[config.mk]
export PLATFORM = sky130hd
export DESIGN_NAME = xfer_seq_top
export DESIGN_NICKNAME = d
export VERILOG_FILES = /design/src/rtl/xfer_pkg.sv /design/src/rtl/xfer_popcnt.sv /design/src/rtl/xfer_lowbit.sv /design/src/rtl/xfer_addr_plan.sv /design/src/rtl/xfer_seq_top.sv
export SDC_FILE = /design/constraint.sdc
export NUM_CORES = 1
export LEC_CHECK = 0
export BUFFER_PORTS_ARGS = -buffer_cell sky130_fd_sc_hd__buf_2
export CAP_MARGIN = 20
export CORE_MARGIN = 1.5
export CORE_UTILIZATION = 30
export CTS_CLUSTER_SIZE = 24
export DETAILED_ROUTE_END_ITERATION = 16
export MAX_ROUTING_LAYER = met4
export PLACE_DENSITY = 0.45
export SLEW_MARGIN = 20
export SYNTH_ARGS = -nofsm -noshare
export SYNTH_HDL_FRONTEND = slang
export SYNTH_SLANG_ARGS = --single-unit
[constraint.sdc]
create_clock -name clk -period 5.85 [get_ports clk]
set_input_delay 1.17 -clock clk [delete_from_list [all_inputs] [get_ports clk]]
set_output_delay 1.17 -clock clk [all_outputs]
set_load 0.05 [all_outputs]
[src/rtl/xfer_pkg.sv]
package xfer_pkg;

  typedef enum logic [1:0] {
    MODE_ASC_AFTER  = 2'd0,
    MODE_ASC_BEFORE = 2'd1,
    MODE_DSC_AFTER  = 2'd2,
    MODE_DSC_BEFORE = 2'd3
  } xfer_mode_e;

  typedef enum logic [1:0] {
    ST_IDLE = 2'd0,
    ST_RUN  = 2'd1,
    ST_DONE = 2'd2
  } seq_state_e;

  function automatic logic mode_ascending(input xfer_mode_e m);
    return (m == MODE_ASC_AFTER) || (m == MODE_ASC_BEFORE);
  endfunction

endpackage

[src/rtl/xfer_popcnt.sv]
module xfer_popcnt #(
  parameter int W     = 16,
  parameter int CNT_W = $clog2(W + 1)
) (
  input  logic [W-1:0]     vec_i,
  output logic [CNT_W-1:0] cnt_o
);

  always_comb begin
    cnt_o = '0;
    for (int i = 0; i < W; i++) begin
      cnt_o = cnt_o + CNT_W'(vec_i[i]);
    end
  end

endmodule

[src/rtl/xfer_lowbit.sv]
module xfer_lowbit #(
  parameter int W     = 16,
  parameter int IDX_W = $clog2(W)
) (
  input  logic [W-1:0]     vec_i,
  output logic [IDX_W-1:0] idx_o,
  output logic [W-1:0]     onehot_o,
  output logic             any_o
);

  // Scan from the top so the lowest set bit is the last to win.
  always_comb begin
    idx_o = '0;
    for (int i = W - 1; i >= 0; i--) begin
      if (vec_i[i]) idx_o = IDX_W'(i);
    end
  end

  assign any_o    = |vec_i;
  assign onehot_o = any_o ? (W'(1) << idx_o) : '0;

endmodule

[src/rtl/xfer_addr_plan.sv]
module xfer_addr_plan
  import xfer_pkg::*;
#(
  parameter int ADDR_W     = 32,
  parameter int WORD_BYTES = 4,
  parameter int CNT_W      = 5
) (
  input  logic [ADDR_W-1:0] base_i,
  input  logic [1:0]        mode_i,
  input  logic [CNT_W-1:0]  cnt_i,
  output logic [ADDR_W-1:0] first_addr_o,
  output logic [ADDR_W-1:0] new_base_o
);

  localparam logic [ADDR_W-1:0] STEP = ADDR_W'(WORD_BYTES);

  logic [ADDR_W-1:0] span;
  xfer_mode_e        mode;

  assign mode = xfer_mode_e'(mode_i);
  assign span = ADDR_W'(cnt_i) * STEP;

  always_comb begin
    case (mode)
      MODE_ASC_AFTER:  first_addr_o = base_i;
      MODE_ASC_BEFORE: first_addr_o = base_i + STEP;
      MODE_DSC_AFTER:  first_addr_o = base_i - span + STEP;
      MODE_DSC_BEFORE: first_addr_o = base_i - span;
      default:         first_addr_o = base_i;
    endcase
  end

  assign new_base_o = mode_ascending(mode) ? (base_i + span) : (base_i - span);

endmodule

[src/rtl/xfer_seq_top.sv]
module xfer_seq_top
  import xfer_pkg::*;
#(
  parameter int LIST_W     = 16,
  parameter int ADDR_W     = 32,
  parameter int WORD_BYTES = 4,
  localparam int IDX_W     = $clog2(LIST_W),
  localparam int CNT_W     = $clog2(LIST_W + 1),
  localparam int PC_IDX    = LIST_W - 1
) (
  input  logic              clk,
  input  logic              rst_n,
  input  logic              start_i,
  input  logic [LIST_W-1:0] reg_list_i,
  input  logic [ADDR_W-1:0] base_i,
  input  logic [1:0]        mode_i,
  input  logic              load_i,
  input  logic              wb_en_i,
  input  logic              spec_i,
  output logic              busy_o,
  output logic              acc_valid_o,
  input  logic              acc_ready_i,
  output logic [IDX_W-1:0]  acc_idx_o,
  output logic [ADDR_W-1:0] acc_addr_o,
  output logic              acc_load_o,
  output logic              acc_user_o,
  output logic              done_o,
  output logic              wb_valid_o,
  output logic [ADDR_W-1:0] wb_addr_o,
  output logic              pc_load_o,
  output logic              status_restore_o
);

  localparam logic [ADDR_W-1:0] STEP = ADDR_W'(WORD_BYTES);

  seq_state_e        state_q, state_d;
  logic [LIST_W-1:0] rem_q, rem_d;
  logic [ADDR_W-1:0] addr_q, addr_d;
  logic [ADDR_W-1:0] nbase_q;
  logic              load_q, wben_q, user_q, pchit_q, rest_q;

  logic [CNT_W-1:0]  list_cnt;
  logic [ADDR_W-1:0] first_addr, new_base;
  logic [IDX_W-1:0]  cur_idx;
  logic [LIST_W-1:0] cur_onehot;
  logic              cur_any;

  logic cap_en, step_en, pc_in_list;

  xfer_popcnt #(.W(LIST_W), .CNT_W(CNT_W)) u_popcnt (
    .vec_i (reg_list_i),
    .cnt_o (list_cnt)
  );

  xfer_addr_plan #(.ADDR_W(ADDR_W), .WORD_BYTES(WORD_BYTES), .CNT_W(CNT_W)) u_plan (
    .base_i       (base_i),
    .mode_i       (mode_i),
    .cnt_i        (list_cnt),
    .first_addr_o (first_addr),
    .new_base_o   (new_base)
  );

  xfer_lowbit #(.W(LIST_W), .IDX_W(IDX_W)) u_lowbit (
    .vec_i    (rem_q),
    .idx_o    (cur_idx),
    .onehot_o (cur_onehot),
    .any_o    (cur_any)
  );

  // Clock enables
  assign cap_en     = (state_q == ST_IDLE) && start_i;
  assign step_en    = (state_q == ST_RUN) && acc_ready_i && cur_any;
  assign pc_in_list = reg_list_i[PC_IDX];

  // Next-state logic
  always_comb begin
    state_d = state_q;
    rem_d   = rem_q;
    addr_d  = addr_q;
    case (state_q)
      ST_IDLE: begin
        if (start_i) begin
          rem_d   = reg_list_i;
          addr_d  = first_addr;
          state_d = (reg_list_i == '0) ? ST_DONE : ST_RUN;
        end
      end
      ST_RUN: begin
        if (acc_ready_i) begin
          rem_d  = rem_q & ~cur_onehot;
          addr_d = addr_q + STEP;
          if (rem_d == '0) state_d = ST_DONE;
        end
      end
      ST_DONE: state_d = ST_IDLE;
      default: state_d = ST_IDLE;
    endcase
  end

  // State registers
  always_ff @(posedge clk or negedge rst_n) begin
    if (!rst_n) begin
      state_q <= ST_IDLE;
      rem_q   <= '0;
      addr_q  <= '0;
      nbase_q <= '0;
      load_q  <= 1'b0;
      wben_q  <= 1'b0;
      user_q  <= 1'b0;
      pchit_q <= 1'b0;
      rest_q  <= 1'b0;
    end else begin
      state_q <= state_d;
      if (cap_en || step_en) begin
        rem_q  <= rem_d;
        addr_q <= addr_d;
      end
      if (cap_en) begin
        nbase_q <= new_base;
        load_q  <= load_i;
        wben_q  <= wb_en_i;
        pchit_q <= load_i && pc_in_list;
        rest_q  <= load_i && pc_in_list && spec_i;
        user_q  <= spec_i && !(load_i && pc_in_list);
      end
    end
  end

  // Outputs
  assign busy_o           = (state_q != ST_IDLE);
  assign acc_valid_o      = (state_q == ST_RUN);
  assign acc_idx_o        = cur_idx;
  assign acc_addr_o       = addr_q;
  assign acc_load_o       = load_q;
  assign acc_user_o       = user_q;
  assign done_o           = (state_q == ST_DONE);
  assign wb_valid_o       = done_o && wben_q;
  assign wb_addr_o        = nbase_q;
  assign pc_load_o        = done_o && pchit_q;
  assign status_restore_o = done_o && rest_q;

endmodule

==> impl_metrics.json, run 1 <==
{
  "crit_start": "reg_list_i[0]",
  "postRouteAntennaNets": 0,
  "ir_drop_v": 0.000285,
  "track_usage_pct": 23.6,
  "cts_buffer_depth": 2,
  "regToRegSetupSlack_ps": 2460,
  "setup_viol": 54,
  "synth_cell_types": 85,
  "syn_inst": 1184,
  "drc": 0,
  "area_delta_synth_final_pct": 45.2,
  "final.setup.worst_slack_ps": -1240,
  "whs_ps": 469,
  "worstPathArrival_ps": 7350,
  "crit_path_max_fanout": 8,
  "clkLatencyLatePin_ps": 370,
  "power_density_mw_per_mm2": 519,
  "met1_usage_pct": 34.1,
  "cts_tree": "yes",
  "final_nets": 1546,
  "path_class": "in -> reg",
  "layout_min_cycle_time_ps": 7090,
  "cp-start-kind": "primary input",
  "final_common_cell": "buf_4",
  "n_antenna_cell": 0,
  "h-tree-depth": 3,
  "r2r_cells": 10,
  "crit_path_end_kind": "flip-flop",
  "timing.rr.end": "acc_addr_o[28]",
  "synthFlopType": "dfrtp_1",
  "wl_um": 34900,
  "synth.avg_cell_area_um2": 7.34,
  "io_buffers": 132,
  "busiest_layer": "met2",
  "maxSlewHeadroom_pct": 47.7,
  "mostFrequentLayoutCells": "169 x buf_4, 158 x nand2_1, 129 x buf_2",
  "hpwl_um": 25800,
  "drv_cap": 0,
  "core-area_mm2": 0.0286,
  "start_util_pct": 30.3,
  "layout-drive-gt1-share_pct": 37.1,
  "min_path_type": "reg -> reg",
  "met2_usage_pct": 35.4,
  "ys_seq_area_share_pct": 25.1,
  "setup-tns-final_ps": -42850,
  "ios": 133,
  "violations": "setup timing",
  "grtUsageMet3_pct": 2.70,
  "design.die.area_mm2": 0.0300,
  "path_clk_slew_ps": 70,
  "gp_congestion": 0.907,
  "vias": 9797,
  "die_x_um": 173,
  "dpl_cell_area_mm2": 0.0110,
  "grt_antenna_before_repair": 0,
  "drt-pass1-iter-count": 5,
  "max_freq_ghz": 0.141,
  "rsz0062_at_grt": "true",
  "fin_crit_sh_pct": 121,
  "die_h_um": 173,
  "clkSinkCount": 87,
  "syn-num-nets": 1278,
  "status": "complete, but fails checks",
  "initialDrtViolationCount": 686,
  "fin_util_pct": 44.1,
  "power.leakage_nw": 5.30,
  "cts-root-buf": "clkbuf_16",
  "pre_cts_ws_ps": -1840,
  "final_max_slew_viol_count": 0,
  "grt_pass1_wl_um": 54300,
  "async_flop_share_pct": 100,
  "wire_per_inst_um": 18.9,
  "hold_violations": 0,
  "post-route-cell-area_mm2": 0.0126,
  "grt_pass1_vias": 9398,
  "synth_edf_count": 0,
  "ys_warn_count": 0,
  "ys_ff_latch": 87,
  "synth_area_mm2": 0.00869,
  "grt_max_degree": 59,
  "worstSetupEndpoint": "acc_addr_o[31]",
  "hold_buffers": 0,
  "cp_data_required_time_ps": 6110,
  "rows": 62,
  "cts_buffers": 9,
  "grt-ovfl-total": 0,
  "worst_pin_slew_ps": 778,
  "reg2reg_from": "acc_addr_o[2]",
  "viasPerCell": 5.32,
  "clock_skew_ps": 17.9
}
## worst max-delay path, cell delays in order
cell and delay [ps]:
buf_12 90, inv_8 30, ha_4 250, inv_2 30, fa_1 510, fa_1 420, fa_1 520, fa_1 440
fa_2 370, fa_2 380, nor2b_1 120, o21a_1 170, inv_2 50, ha_4 160, or4b_4 540, or3_4 350
or3_4 370, nor4b_4 320, nor3_4 140, nor4b_4 240, buf_6 160, a31oi_1 80, nand3b_1 180, a221oi_2 250
## routing by layer
layer	up-vias	part of all wire [%]
li1	4773	-
met1	4697	50
met2	297	44
met3	30	4.6
met4	0	1.3
met5	-	0
## final cells by class
type / instances / area, um2
fill: 2927 / 16000
multi-input combinational: 963 / 7040
timing repair buffer: 341 / 2420
sequential: 87 / 2180
tap: 384 / 480
clock buffer: 10 / 239
inverter: 50 / 200
clock inverter: 6 / 50.0
## how the worst min path moves through the flow
stage | end | cells past startpoint | startpoint
2_1_floorplan | wben_q | 2 | wben_q
3_3_place_gp | acc_user_o | 2 | acc_user_o
3_5_place_dp | wben_q | 2 | wben_q
4_1_cts | wben_q | 2 | wben_q
5_1_grt | wben_q | 2 | wben_q
6_report | acc_addr_o[0] | 2 | acc_addr_o[0]
## stage by stage
stage               cells  power (mW)
global placement     1782        5.33
detailed placement   1782        5.35
CTS                  1826        6.38
floorplan            1184        3.94
finish               1841        6.54
global route         1841        7.00
## repair_timing
action / in CTS / in global routing
pin swaps: 65 / 65
setup buffers: 30 / 23
endpoints found under the setup margin: 55 / 55
endpoints found under the hold margin: 0 / 0
gates resized for setup: 177 / 68
## Yosys cell counts, types with 5 or more instances
cell type,n,area (um2)
fa_1,12,240
xor2_1,36,315
o22ai_1,12,75.1
o221ai_1,6,52.6
a211oi_1,7,52.6
a221oi_1,9,78.8
o21bai_1,5,37.5
nor2b_1,21,131
or3_1,11,68.8
or4_1,7,52.6
clkbuf_1,60,225
nand2_1,170,638
and2_1,9,56.3
and3_1,7,43.8
ha_1,25,313
buf_2,11,55.1
o31ai_1,15,113
o21ai_0,126,631
dfrtp_1,87,2180
nor2_1,95,357
a21oi_1,84,420
nand4_1,28,175
nor3_1,36,180
or2_2,6,37.5
xnor2_1,40,350
nand3_1,42,210
inv_1,48,180
nor4_1,24,150
a21o_1,10,75.1
nand2b_1,10,62.6
buf_1,5,18.8
a31oi_1,16,100
## state kept, by name, summed over array words and instances, names as in the netlist
| name | cells |
|---|---|
| pchit_q | 1 |
| rest_q | 1 |
| rem_q | 16 |
| wben_q | 1 |
| state_q | 2 |
| acc_addr_o | 32 |
| acc_user_o | 1 |
| acc_load_o | 1 |
| wb_addr_o | 32 |
## cell families after synthesis
kind of cell | share of synthesized area (%)
buffers and inverters | 6.40
and+or+nand+nor | 29.5
adders and majority gates | 6.37
DFF | 25.1
muxes | 0.490
xor gates and xnor gates | 7.66
AOI/OAI and AO/OA | 24.5
## report_power, final
group	switching [mW]	internal [mW]
combinational	2.91	1.83
sequential	0.313	0.886
clock	0.295	0.308
Power figures use the tool's default switching activity.
==> run 2: changes to the inputs <==
CORE_UTILIZATION = 39   (was 30)
PLACE_DENSITY = 0.55   (was 0.45)
==> run 2 against run 1 <==
  * The run still ends with setup timing left
  * Critical path depth did not move
  * First-iteration DRC count up 8.7%
  * Power fell by 1.6%
  * Fmax decreased by 0.20%
  * Core utilization is 12 points higher
  * Sequential power barely moved
  * Wire length is 5.3% lower
  * Flip-flop and latch count is the same
  * Final area fell by 2.7%
  * Critical endpoint is now acc_addr_o[16]
  * Largest power group unchanged
==> impl_metrics.json, run 2 (synthesis results as in run 1) <==
{
  "regToRegSetupSlack_ps": 2420,
  "min_path_type": "reg -> reg",
  "setup_viol": 54,
  "fin_crit_sh_pct": 121,
  "power_density_mw_per_mm2": 524,
  "rsz0062_at_grt": "true",
  "cp_data_required_time_ps": 6120,
  "worstPathArrival_ps": 7380,
  "wire_per_inst_um": 19.2,
  "layout-drive-gt1-share_pct": 36.2,
  "vias": 9888,
  "cts-root-buf": "clkbuf_16",
  "status": "complete, but fails checks",
  "cp-start-kind": "primary input",
  "crit_start": "reg_list_i[0]",
  "worstSetupEndpoint": "acc_addr_o[16]",
  "hold_violations": 0,
  "cts_tree": "yes",
  "hold_buffers": 0,
  "hpwl_um": 24200,
  "crit_path_end_kind": "flip-flop",
  "io_buffers": 132,
  "crit_path_max_fanout": 6,
  "path_class": "in -> reg",
  "setup-tns-final_ps": -43370,
  "ir_drop_v": 0.000365,
  "violations": "setup timing",
  "total_power_mw": 6.44,
  "maxSlewHeadroom_pct": 25.8,
  "timing.rr.end": "acc_addr_o[15]",
  "wl_um": 33000,
  "design.die.area_mm2": 0.0232,
  "clock_skew_ps": 15.6,
  "worst_pin_slew_ps": 1110,
  "final_nets": 1532,
  "path_clk_slew_ps": 70,
  "initialDrtViolationCount": 746,
  "reg2reg_from": "state_q[1]",
  "mostFrequentLayoutCells": "165 x buf_4, 157 x nand2_1, 129 x buf_2",
  "power.leakage_nw": 5.22,
  "area_delta_synth_final_pct": 41.3,
  "h-tree-depth": 3,
  "clkLatencyLatePin_ps": 360,
  "drc": 0,
  "final.setup.worst_slack_ps": -1250,
  "final_max_slew_viol_count": 0,
  "cts_buffers": 9,
  "rows": 54,
  "cts_buffer_depth": 2,
  "grt_max_degree": 103,
  "n_antenna_cell": 0,
  "ios": 133,
  "core-area_mm2": 0.0218,
  "clkSinkCount": 87,
  "track_usage_pct": 28.6,
  "final_common_cell": "buf_4",
  "max_freq_ghz": 0.141,
  "layout_min_cycle_time_ps": 7100,
  "gp_congestion": 0.945,
  "grt_pass1_vias": 9395,
  "fillers": 2046,
  "grt_pass1_wl_um": 51800,
  "viasPerCell": 5.74,
  "drv_cap": 0,
  "die_h_um": 152,
  "r2r_cells": 9,
  "grt-ovfl-total": 0,
  "postRouteAntennaNets": 0,
  "drt-pass1-iter-count": 5,
  "grt_antenna_before_repair": 0,
  "start_util_pct": 39.8,
  "die_x_um": 152
}
run 2: report_power, final:
group / switching [mW] / internal [mW] / total (mW)
registers: 0.313 / 0.886 / 1.20
logic: 2.90 / 1.77 / 4.67
clock network: 0.281 / 0.290 / 0.571
run 2: repair_timing:
item	4_1_cts	5_1_grt
pin swaps	58	58
setup buffers	23	17
endpoints found under the setup margin	55	55
resized for setup	117	101
run 2: worst min path at each step:
stage | end | start | slack (ps) | cells past startpoint
6_report | acc_user_o | acc_user_o | 460 | 2
5_1_grt | wb_addr_o[0] | wb_addr_o[0] | 490 | 2
4_1_cts | acc_user_o | acc_user_o | 470 | 2
3_5_place_dp | acc_user_o | acc_user_o | 450 | 2
3_3_place_gp | acc_user_o | acc_user_o | 450 | 2
2_1_floorplan | wben_q | wben_q | 440 | 2
run 2: layout make-up:
class / instances / area, um2 / area share (%)
multi-input combinational: 963 / 6990 / 57.0
clock buffer: 9 / 225 / 1.83
sequential: 87 / 2180 / 17.7
inverter: 50 / 200 / 1.63
clock inverter: 6 / 47.5 / 0.387
timing repair buffer: 327 / 2280 / 18.6
tap: 280 / 350 / 2.85
run 2: worst max-delay path: stages:
cell	delay, ps
buf_8	90
inv_8	30
ha_4	250
inv_2	30
fa_1	520
fa_1	430
fa_1	510
fa_1	440
fa_2	410
fa_2	370
nor2b_1	120
o21a_1	130
inv_1	50
ha_2	200
or4b_4	540
or3_4	340
or3_4	370
and4_4	210
nor3_4	340
buf_4	200
nor3_2	40
xor2_1	130
o41a_1	310
a21oi_1	140
run 2: layer usage:
metal	up-vias	part of all wire, %	routed length [um]	global-route usage (%)
met5	-	0	0	-
met4	0	1.6	535	7.26
met3	30	6.9	2270	5.26
met2	370	44	14600	42.3
met1	4742	47	15700	40.2
li1	4746	-	-	-
run 2: stage by stage:
| stage | setup WS, ps | util [%] | hold slack, ps | cells | cell area (um2) |
|---|---|---|---|---|---|
| 6_report | -1250 | 56.3 | 462 | 1722 | 12300 |
| 5_1_grt | -1450 | 56.3 | 486 | 1722 | 12300 |
| 4_1_cts | -1220 | 54.0 | 468 | 1709 | 11800 |
| 3_5_place_dp | -1760 | 49.6 | 451 | 1672 | 10800 |
| 3_3_place_gp | -1660 | 49.6 | 448 | 1672 | 10800 |
| 2_1_floorplan | -1500 | - | 437 | 1184 | 8950 |
